===== src/rtl/wdt_pkg.sv =====
package wdt_pkg;
  localparam int DW        = 16;
  localparam int LANES     = DW / 8;
  localparam int OFS_COUNT = 'h00;
  localparam int OFS_STS1  = 'h04;
  localparam int OFS_STS2  = 'h06;
  localparam int OFS_CTRL  = 'h08;
  localparam int OFS_INIT  = 'h12;
  localparam int BIT_TO    = 3;
  localparam int BIT_SEC   = 1;
  localparam int BIT_EVT   = 8;
  localparam int BIT_HALT  = 11;
  localparam int MIN_INIT  = 4;
  localparam logic [7:0] RELOAD_CODE = 8'h01;

  typedef struct packed {
    logic halt;
    logic evt;
  } ctrl_t;
endpackage


===== src/rtl/wdt_regs.sv =====
module wdt_regs
  import wdt_pkg::*;
#(
  parameter int ADDR_W   = 5,
  parameter int CNT_W    = 10,
  parameter int INIT_RST = 8
) (
  input  logic              clk,
  input  logic              rst,
  input  logic              bus_wr,
  input  logic [ADDR_W-1:0] bus_addr,
  input  logic [LANES-1:0]  bus_be,
  input  logic [DW-1:0]     bus_wdata,
  output logic [DW-1:0]     bus_rdata,
  input  logic [CNT_W-1:0]  cnt,
  input  logic              sts1,
  input  logic              sts2,
  output logic [CNT_W-1:0]  init_val,
  output logic              halt,
  output logic              reload_req,
  output logic              clr_to,
  output logic              clr_sec
);
  localparam logic [ADDR_W-1:0] A_CNT  = ADDR_W'(OFS_COUNT);
  localparam logic [ADDR_W-1:0] A_STS1 = ADDR_W'(OFS_STS1);
  localparam logic [ADDR_W-1:0] A_STS2 = ADDR_W'(OFS_STS2);
  localparam logic [ADDR_W-1:0] A_CTRL = ADDR_W'(OFS_CTRL);
  localparam logic [ADDR_W-1:0] A_INIT = ADDR_W'(OFS_INIT);
  localparam logic [DW-1:0]     INIT_Q_RST = DW'(INIT_RST);

  logic [DW-1:0] init_q;
  logic [DW-1:0] init_merged;
  logic [DW-1:0] init_next;
  ctrl_t         ctrl_q;
  logic          wr_cnt, wr_sts1, wr_sts2, wr_ctrl, wr_init;

  assign wr_cnt  = bus_wr && (bus_addr == A_CNT);
  assign wr_sts1 = bus_wr && (bus_addr == A_STS1);
  assign wr_sts2 = bus_wr && (bus_addr == A_STS2);
  assign wr_ctrl = bus_wr && (bus_addr == A_CTRL) && bus_be[1];
  assign wr_init = bus_wr && (bus_addr == A_INIT);

  assign reload_req = wr_cnt && bus_be[0] && (bus_wdata[7:0] == RELOAD_CODE);
  assign clr_to     = wr_sts1 && bus_be[0] && bus_wdata[BIT_TO];
  assign clr_sec    = wr_sts2 && bus_be[0] && bus_wdata[BIT_SEC];

  // byte-lane merge of the initial-value register
  for (genvar g = 0; g < LANES; g++) begin : g_lane
    assign init_merged[g*8 +: 8] = bus_be[g] ? bus_wdata[g*8 +: 8] : init_q[g*8 +: 8];
  end

  always_comb begin
    init_next = init_merged;
    if (init_merged[CNT_W-1:0] < CNT_W'(MIN_INIT))
      init_next[CNT_W-1:0] = init_q[CNT_W-1:0];
  end

  always_ff @(posedge clk) begin
    if (rst) begin
      init_q      <= INIT_Q_RST;
      ctrl_q.halt <= 1'b1;
      ctrl_q.evt  <= 1'b0;
    end else begin
      if (wr_init) init_q <= init_next;
      if (wr_ctrl) begin
        ctrl_q.halt <= bus_wdata[BIT_HALT];
        if (bus_wdata[BIT_EVT]) ctrl_q.evt <= ~ctrl_q.evt;
      end
    end
  end

  assign init_val = init_q[CNT_W-1:0];
  assign halt     = ctrl_q.halt;

  always_ff @(posedge clk) begin
    if (rst) begin
      bus_rdata <= '0;
    end else begin
      bus_rdata <= '0;
      unique case (bus_addr)
        A_CNT:   bus_rdata <= DW'(cnt);
        A_STS1:  bus_rdata[BIT_TO]  <= sts1;
        A_STS2:  bus_rdata[BIT_SEC] <= sts2;
        A_CTRL: begin
          bus_rdata[BIT_HALT] <= ctrl_q.halt;
          bus_rdata[BIT_EVT]  <= ctrl_q.evt;
        end
        A_INIT:  bus_rdata <= init_q;
        default: bus_rdata <= '0;
      endcase
    end
  end

  AST_INIT_FLOOR: assert property (@(posedge clk) disable iff (rst)
    init_q[CNT_W-1:0] >= CNT_W'(MIN_INIT));
  AST_SMALL_INIT_KEPT: assert property (@(posedge clk) disable iff (rst)
    (wr_init && init_merged[CNT_W-1:0] < CNT_W'(MIN_INIT))
      |=> $stable(init_q[CNT_W-1:0]));
endmodule


===== src/rtl/wdt_counter.sv =====
module wdt_counter #(
  parameter int CNT_W    = 10,
  parameter int INIT_RST = 8
) (
  input  logic             clk,
  input  logic             rst,
  input  logic             run,
  input  logic             tick_en,
  input  logic             reload_req,
  input  logic [CNT_W-1:0] init_val,
  output logic [CNT_W-1:0] cnt,
  output logic             expire
);
  logic step;
  logic at_zero;

  assign step    = run && tick_en;
  assign at_zero = (cnt == '0);
  assign expire  = step && at_zero && !reload_req;

  always_ff @(posedge clk) begin
    if (rst)             cnt <= CNT_W'(INIT_RST);
    else if (reload_req) cnt <= init_val;
    else if (step)       cnt <= at_zero ? init_val : cnt - 1'b1;
  end

  AST_DEC_ONE: assert property (@(posedge clk) disable iff (rst)
    (step && !reload_req && !at_zero) |=> (cnt == $past(cnt) - 1'b1));
  AST_FROZEN: assert property (@(posedge clk) disable iff (rst)
    (!step && !reload_req) |=> $stable(cnt));
  AST_RELOAD_LOAD: assert property (@(posedge clk) disable iff (rst)
    reload_req |=> (cnt == $past(init_val)));
  AST_EXPIRE_RELOAD: assert property (@(posedge clk) disable iff (rst)
    expire |=> (cnt == $past(init_val)));
endmodule


===== src/rtl/wdt_status.sv =====
module wdt_status (
  input  logic clk,
  input  logic rst,
  input  logic expire,
  input  logic clr_to,
  input  logic clr_sec,
  input  logic no_reboot,
  output logic sts1,
  output logic sts2,
  output logic rst_req
);
  logic strike2;

  assign strike2 = expire && sts1;

  always_ff @(posedge clk) begin
    if (rst) begin
      sts1    <= 1'b0;
      sts2    <= 1'b0;
      rst_req <= 1'b0;
    end else begin
      if (expire)      sts1 <= 1'b1;
      else if (clr_to) sts1 <= 1'b0;
      if (strike2)      sts2 <= 1'b1;
      else if (clr_sec) sts2 <= 1'b0;
      rst_req <= strike2 && !no_reboot;
    end
  end

  AST_FIRST_FLAG: assert property (@(posedge clk) disable iff (rst)
    expire |=> sts1);
  AST_RST_PULSE: assert property (@(posedge clk) disable iff (rst)
    rst_req |=> !rst_req);
  AST_RST_WITH_SEC: assert property (@(posedge clk) disable iff (rst)
    rst_req |-> sts2);
  AST_MASKED: assert property (@(posedge clk) disable iff (rst)
    rst_req |-> !$past(no_reboot));
  AST_CLEAR_WORKS: assert property (@(posedge clk) disable iff (rst)
    (clr_to && !expire) |=> !sts1);
endmodule


===== src/rtl/wdt_two_stage.sv =====
module wdt_two_stage
  import wdt_pkg::*;
#(
  parameter int ADDR_W   = 5,
  parameter int CNT_W    = 10,
  parameter int INIT_RST = 8
) (
  input  logic              clk,
  input  logic              rst,
  input  logic              bus_wr,
  input  logic [ADDR_W-1:0] bus_addr,
  input  logic [1:0]        bus_be,
  input  logic [15:0]       bus_wdata,
  output logic [15:0]       bus_rdata,
  input  logic              tick_en,
  input  logic              no_reboot,
  output logic              rst_req,
  output logic              to_irq
);
  logic [CNT_W-1:0] cnt;
  logic [CNT_W-1:0] init_val;
  logic halt, reload_req, clr_to, clr_sec, expire, sts1, sts2;

  wdt_regs #(.ADDR_W(ADDR_W), .CNT_W(CNT_W), .INIT_RST(INIT_RST)) u_regs (
    .clk(clk), .rst(rst), .bus_wr(bus_wr), .bus_addr(bus_addr), .bus_be(bus_be),
    .bus_wdata(bus_wdata), .bus_rdata(bus_rdata), .cnt(cnt), .sts1(sts1),
    .sts2(sts2), .init_val(init_val), .halt(halt), .reload_req(reload_req),
    .clr_to(clr_to), .clr_sec(clr_sec)
  );

  wdt_counter #(.CNT_W(CNT_W), .INIT_RST(INIT_RST)) u_cnt (
    .clk(clk), .rst(rst), .run(!halt), .tick_en(tick_en),
    .reload_req(reload_req), .init_val(init_val), .cnt(cnt), .expire(expire)
  );

  wdt_status u_sts (
    .clk(clk), .rst(rst), .expire(expire), .clr_to(clr_to), .clr_sec(clr_sec),
    .no_reboot(no_reboot), .sts1(sts1), .sts2(sts2), .rst_req(rst_req)
  );

  assign to_irq = sts1;

  AST_HALT_HOLDS: assert property (@(posedge clk) disable iff (rst)
    (halt && !reload_req) |=> $stable(cnt));
endmodule


===== config.mk =====
export PLATFORM = sky130hd
export DESIGN_NAME = wdt_two_stage
export DESIGN_NICKNAME = d
export VERILOG_FILES = /design/src/rtl/wdt_pkg.sv /design/src/rtl/wdt_regs.sv /design/src/rtl/wdt_counter.sv /design/src/rtl/wdt_status.sv /design/src/rtl/wdt_two_stage.sv
export SDC_FILE = /design/constraint.sdc
export NUM_CORES = 1
export LEC_CHECK = 0
export ABC_AREA = 1
export CAP_MARGIN = 20
export CORE_ASPECT_RATIO = 0.7
export CORE_UTILIZATION = 52
export CTS_CLUSTER_SIZE = 30
export DETAILED_ROUTE_END_ITERATION = 8
export PLACE_DENSITY = 0.86
export REMOVE_ABC_BUFFERS = 1
export SYNTH_ARGS = -nofsm -noshare
export SYNTH_HDL_FRONTEND = slang
export SYNTH_HIERARCHICAL = 1
export SYNTH_SLANG_ARGS = --single-unit

===== constraint.sdc =====
create_clock -name clk -period 3 [get_ports clk]
set_clock_uncertainty 0.1 [all_clocks]
set_input_delay 0.75 -clock clk [delete_from_list [all_inputs] [get_ports clk]]
set_output_delay 0.75 -clock clk [all_outputs]
set_load 0.02 [all_outputs]

==> metrics.log <==
INFO  metric status = completed
INFO  metric most_common_cell_in_the_netlist = sky130_fd_sc_hd__nand2_1
INFO  metric cellPowerDensity = around 370 nW/um^2
INFO  metric synthesized_area_per_cell = 6.70 sq um
INFO  metric reg2regPathDepth = 8
INFO  metric synthFlopType = sky130_fd_sc_hd__dfxtp_1
INFO  metric timing.reg2reg.setup_slack = roughly 1.1 ns
INFO  metric worstReg2RegEnd = u_sts/rst_req$_SDFF_PP0_
INFO  metric yosysWarnings = 6
INFO  metric synth.cell_area = 2540 sq um
INFO  metric crit_path_max_fanout = 12
INFO  metric multi_input_area = 1170 sq um
INFO  metric synth_xor_area_share = 1.38%
INFO  metric setup_viol = 0
INFO  metric count_of_inserted_antenna_diode_cells = 0
INFO  metric grt_overflow = 0
INFO  metric muxShareOfSynthArea = 0%
INFO  metric synth_seq_area_share = 37.0%
INFO  metric largest_net_degree_at_the_start_of_global_routing = 22
INFO  metric post-synth-top-area-fraction = 37.0%
INFO  metric power.leakage = ~1.4 nW
INFO  metric place.gp.congestion = 0.966
INFO  metric reg2reg_from = u_cnt/cnt[0]$_SDFFE_PP0P_
INFO  metric number_of_sinks_driven_by_the_clock_tree = 47
INFO  metric mean_number_of_vias_per_cell = 5.15
INFO  metric grt_pass1_wl = ~10000 microns
INFO  metric final_layout_size_suffix_gt1_share = 8.61%
INFO  metric synthesis.instances = 379
INFO  metric yosys_register_bits = 47
INFO  metric power.ir.vdd_worst = ~0.26 mV
INFO  metric clk_latency = 0.31 ns
INFO  metric chipWidth = 85.6 microns
INFO  metric synth-async-reset-ratio = 0%
INFO  metric cp_data_arrival_time = 2.64 ns
INFO  metric antenna_found_initial = 0
INFO  metric critPathLaunch = bus_be[0]
INFO  metric final.fill_count = 408
INFO  metric drtPass1Iterations = 5
INFO  metric edff_count_synth = 0
INFO  metric syn2layout_area_growth = 19.4%
INFO  metric yosys.cell_types.count = 30
INFO  metric cts_post_setup_buffers_inserted = 0
INFO  metric routedWlPerCell = 12.4 microns
INFO  metric maxClockFrequency = approximately 400 MHz
INFO  metric tritoncts = yes
INFO  metric ctsLongestPathBuffers = 2
INFO  metric start_kind = input port
INFO  metric final_slew_viol_count = 0
INFO  metric worst_slew_pin_slew = about 0.50 ns
INFO  metric pin_count = 46
INFO  metric register_area = 941 sq um
INFO  metric antenna_left = 0
INFO  metric numPortBuffers = 45
INFO  metric cts_made_buffers = 5
INFO  metric initial_core_util = 56.4%
INFO  metric dieArea = 5180 sq um
INFO  metric routed-via-count = 2436
INFO  metric dieHeight = 60.5 microns
INFO  metric netlist.top_cell.by_area = sky130_fd_sc_hd__dfxtp_1
INFO  metric setup-tns-final = 0 ns
INFO  metric largest_family_of_logic_cells_by_synthesized_area = simple AND/OR/NAND/NOR gates
INFO  metric hp-class = reg -> reg
INFO  metric drt_drc_violations_left = 0
INFO  metric setup.worst_path.end = u_regs/init_q[3]$_SDFFE_PP1P_
INFO  metric htree_levels = 2
INFO  metric endpoint_kind = flop
INFO  metric cts_resized = 0
INFO  metric timing.final.crit_share = 85.1%
INFO  metric synth_top_cells_by_count = sky130_fd_sc_hd__nand2_1 (86), sky130_fd_sc_hd__inv_1 (65), sky130_fd_sc_hd__dfxtp_1 (47)
INFO  metric post_layout_nonfiller_instances = roughly 470
INFO  metric max_cap_viol_count = 0
INFO  metric shortest_period_the_worst_path_allows = between 2 and 3 ns
INFO  metric wl = between 5000 and 6000 microns
INFO  metric setup.worst_path.class = in -> reg
INFO  metric report.power.total = 0.00111 W
INFO  metric number_of_drc_violations_after_detailed_routing_iteration_0 = 119
INFO  metric place_hpwl = 4540 microns
INFO  metric track_usage = approximately a quarter
INFO  metric synth_simple_gate_area_share = 35.8%
INFO  metric net_count_of_the_finished_layout = 447
INFO  metric max_slew_margin = 66.5%
INFO  metric synth_compound_area_share = 8.22%
INFO  metric design.core.area = 4500 sq um
INFO  metric data_required_time_at_the_worst_endpoint = 3.09 ns
INFO  metric finalHoldViolCount = 0
INFO  metric dp_cells = about 470
INFO  metric worst_setup_hold_path_clk_slew = 0.08 ns
INFO  metric first_global_vias = between 2000 and 2500
INFO  metric adder_cell_fraction_of_synth_area = 0.492%
INFO  metric root_buffer_cell = sky130_fd_sc_hd__clkbuf_8
INFO  metric grt_setup_unrepaired = false
INFO  metric holdBufCountCts = 0
INFO  metric synth.area.top_cells = sky130_fd_sc_hd__dfxtp_1 (37%), sky130_fd_sc_hd__nand2_1 (13%), sky130_fd_sc_hd__inv_1 (9.6%)
INFO  metric placementRows = 20
-- sequential cells by signal, summed over array words and instances (netlist names) --
register,flops
u_regs/bus_rdata,16
u_regs/init_q,16
u_cnt/cnt,10
u_regs/ctrl_q,1
u_regs/halt,1
u_sts/rst_req,1
u_sts/sts1,1
u_sts/sts2,1
-- per-layer routing --
metal	routed length (microns)	track usage, %	vias up
li1	-	-	1241
met2	2670	41.3	75
met3	370	5.99	3
met1	2790	32.3	1117
met5	0	0	-
met4	26	9.52	0
-- critical path: stages --
cell	delay (ns)
sky130_fd_sc_hd__clkdlybuf4s50_1	0.52
sky130_fd_sc_hd__buf_4	0.19
sky130_fd_sc_hd__inv_1	0.10
sky130_fd_sc_hd__nand2_1	0.08
sky130_fd_sc_hd__nand2_1	0.07
sky130_fd_sc_hd__nand2_1	0.08
sky130_fd_sc_hd__nor2_1	0.05
sky130_fd_sc_hd__nand2_1	0.32
sky130_fd_sc_hd__nand2_1	0.29
sky130_fd_sc_hd__nand2_1	0.12
sky130_fd_sc_hd__nand3_1	0.06
-- placed cells by master (no fill, tap or decap), drive strengths merged, types with 2 or more instances in the layout --
| master | netlist | layout |
|---|---|---|
| clkdlybuf4s50 | 0 | 45 |
| xor2 | 4 | 4 |
| nand3b | 2 | 2 |
| nor2 | 39 | 39 |
| buf | 19 | 8 |
| o21ai | 21 | 21 |
| a21oi | 13 | 13 |
| clkinv | 1 | 3 |
| nand2 | 93 | 93 |
| nand4 | 3 | 3 |
| clkbuf | 2 | 5 |
| nor3 | 17 | 17 |
| dfxtp | 47 | 47 |
| nand3 | 41 | 41 |
| o211ai | 3 | 3 |
| inv | 70 | 70 |
-- where the power goes --
| group | internal (W) | switching [W] | total, W |
|---|---|---|---|
| clock | 0.000160 | 0.000212 | 0.000372 |
| sequential | 0.000627 | 0.00000221 | 0.000629 |
| combinational | 0.0000509 | 0.0000577 | 0.000109 |
| total | 0.000837 | 0.000272 | 0.00111 |
-- logic make-up after synthesis --
logic type                 after synthesis
and+or+nand+nor                        196
adders and majority gates                1
DFF                                     47
buffers and inverters                   92
xor gates and xnor gates                 4
AOI/OAI and AO/OA                       39
-- how the worst min path moves through the flow --
stage	endpoint	depth (start not counted)	start	slack, ns
2_1_floorplan	u_regs/bus_rdata[10]$_SDFF_PP0_	2	u_regs/init_q[10]$_SDFFE_PP0P_	0.31
3_3_place_gp	u_regs/bus_rdata[13]$_SDFF_PP0_	2	u_regs/init_q[13]$_SDFFE_PP0P_	0.32
3_5_place_dp	u_regs/bus_rdata[14]$_SDFF_PP0_	2	u_regs/init_q[14]$_SDFFE_PP0P_	0.32
4_1_cts	u_regs/bus_rdata[14]$_SDFF_PP0_	2	u_regs/init_q[14]$_SDFFE_PP0P_	0.33
5_1_grt	u_regs/bus_rdata[12]$_SDFF_PP0_	2	u_regs/init_q[12]$_SDFFE_PP0P_	0.35
6_report	u_regs/bus_rdata[14]$_SDFF_PP0_	2	u_regs/init_q[14]$_SDFFE_PP0P_	0.33
-- stage by stage --
step | area (sq um) | util, % | worst slack, ns | hold slack, ns
after detailed placement | 2950 | 65.6 | 0.199 | 0.321
after floorplan | 2370 | - | 0.527 | 0.309
final | 3040 | 67.4 | 0.448 | 0.334
after CTS | 3040 | 67.4 | 0.521 | 0.334
after global placement | 2950 | 65.6 | 0.288 | 0.315
after global routing | 3040 | 67.4 | 0.281 | 0.350
-- area by class of cell --
cell class,count,area share (%)
Inverter,71,8.78
Sequential cell,47,31.0
Clock inverter,2,0.453
Clock buffer,5,2.27
Timing Repair Buffer,53,16.8
Multi-Input combinational cell,240,38.4
Tap cell,55,2.27
Note: power is estimated with default switching activity, not from simulation.
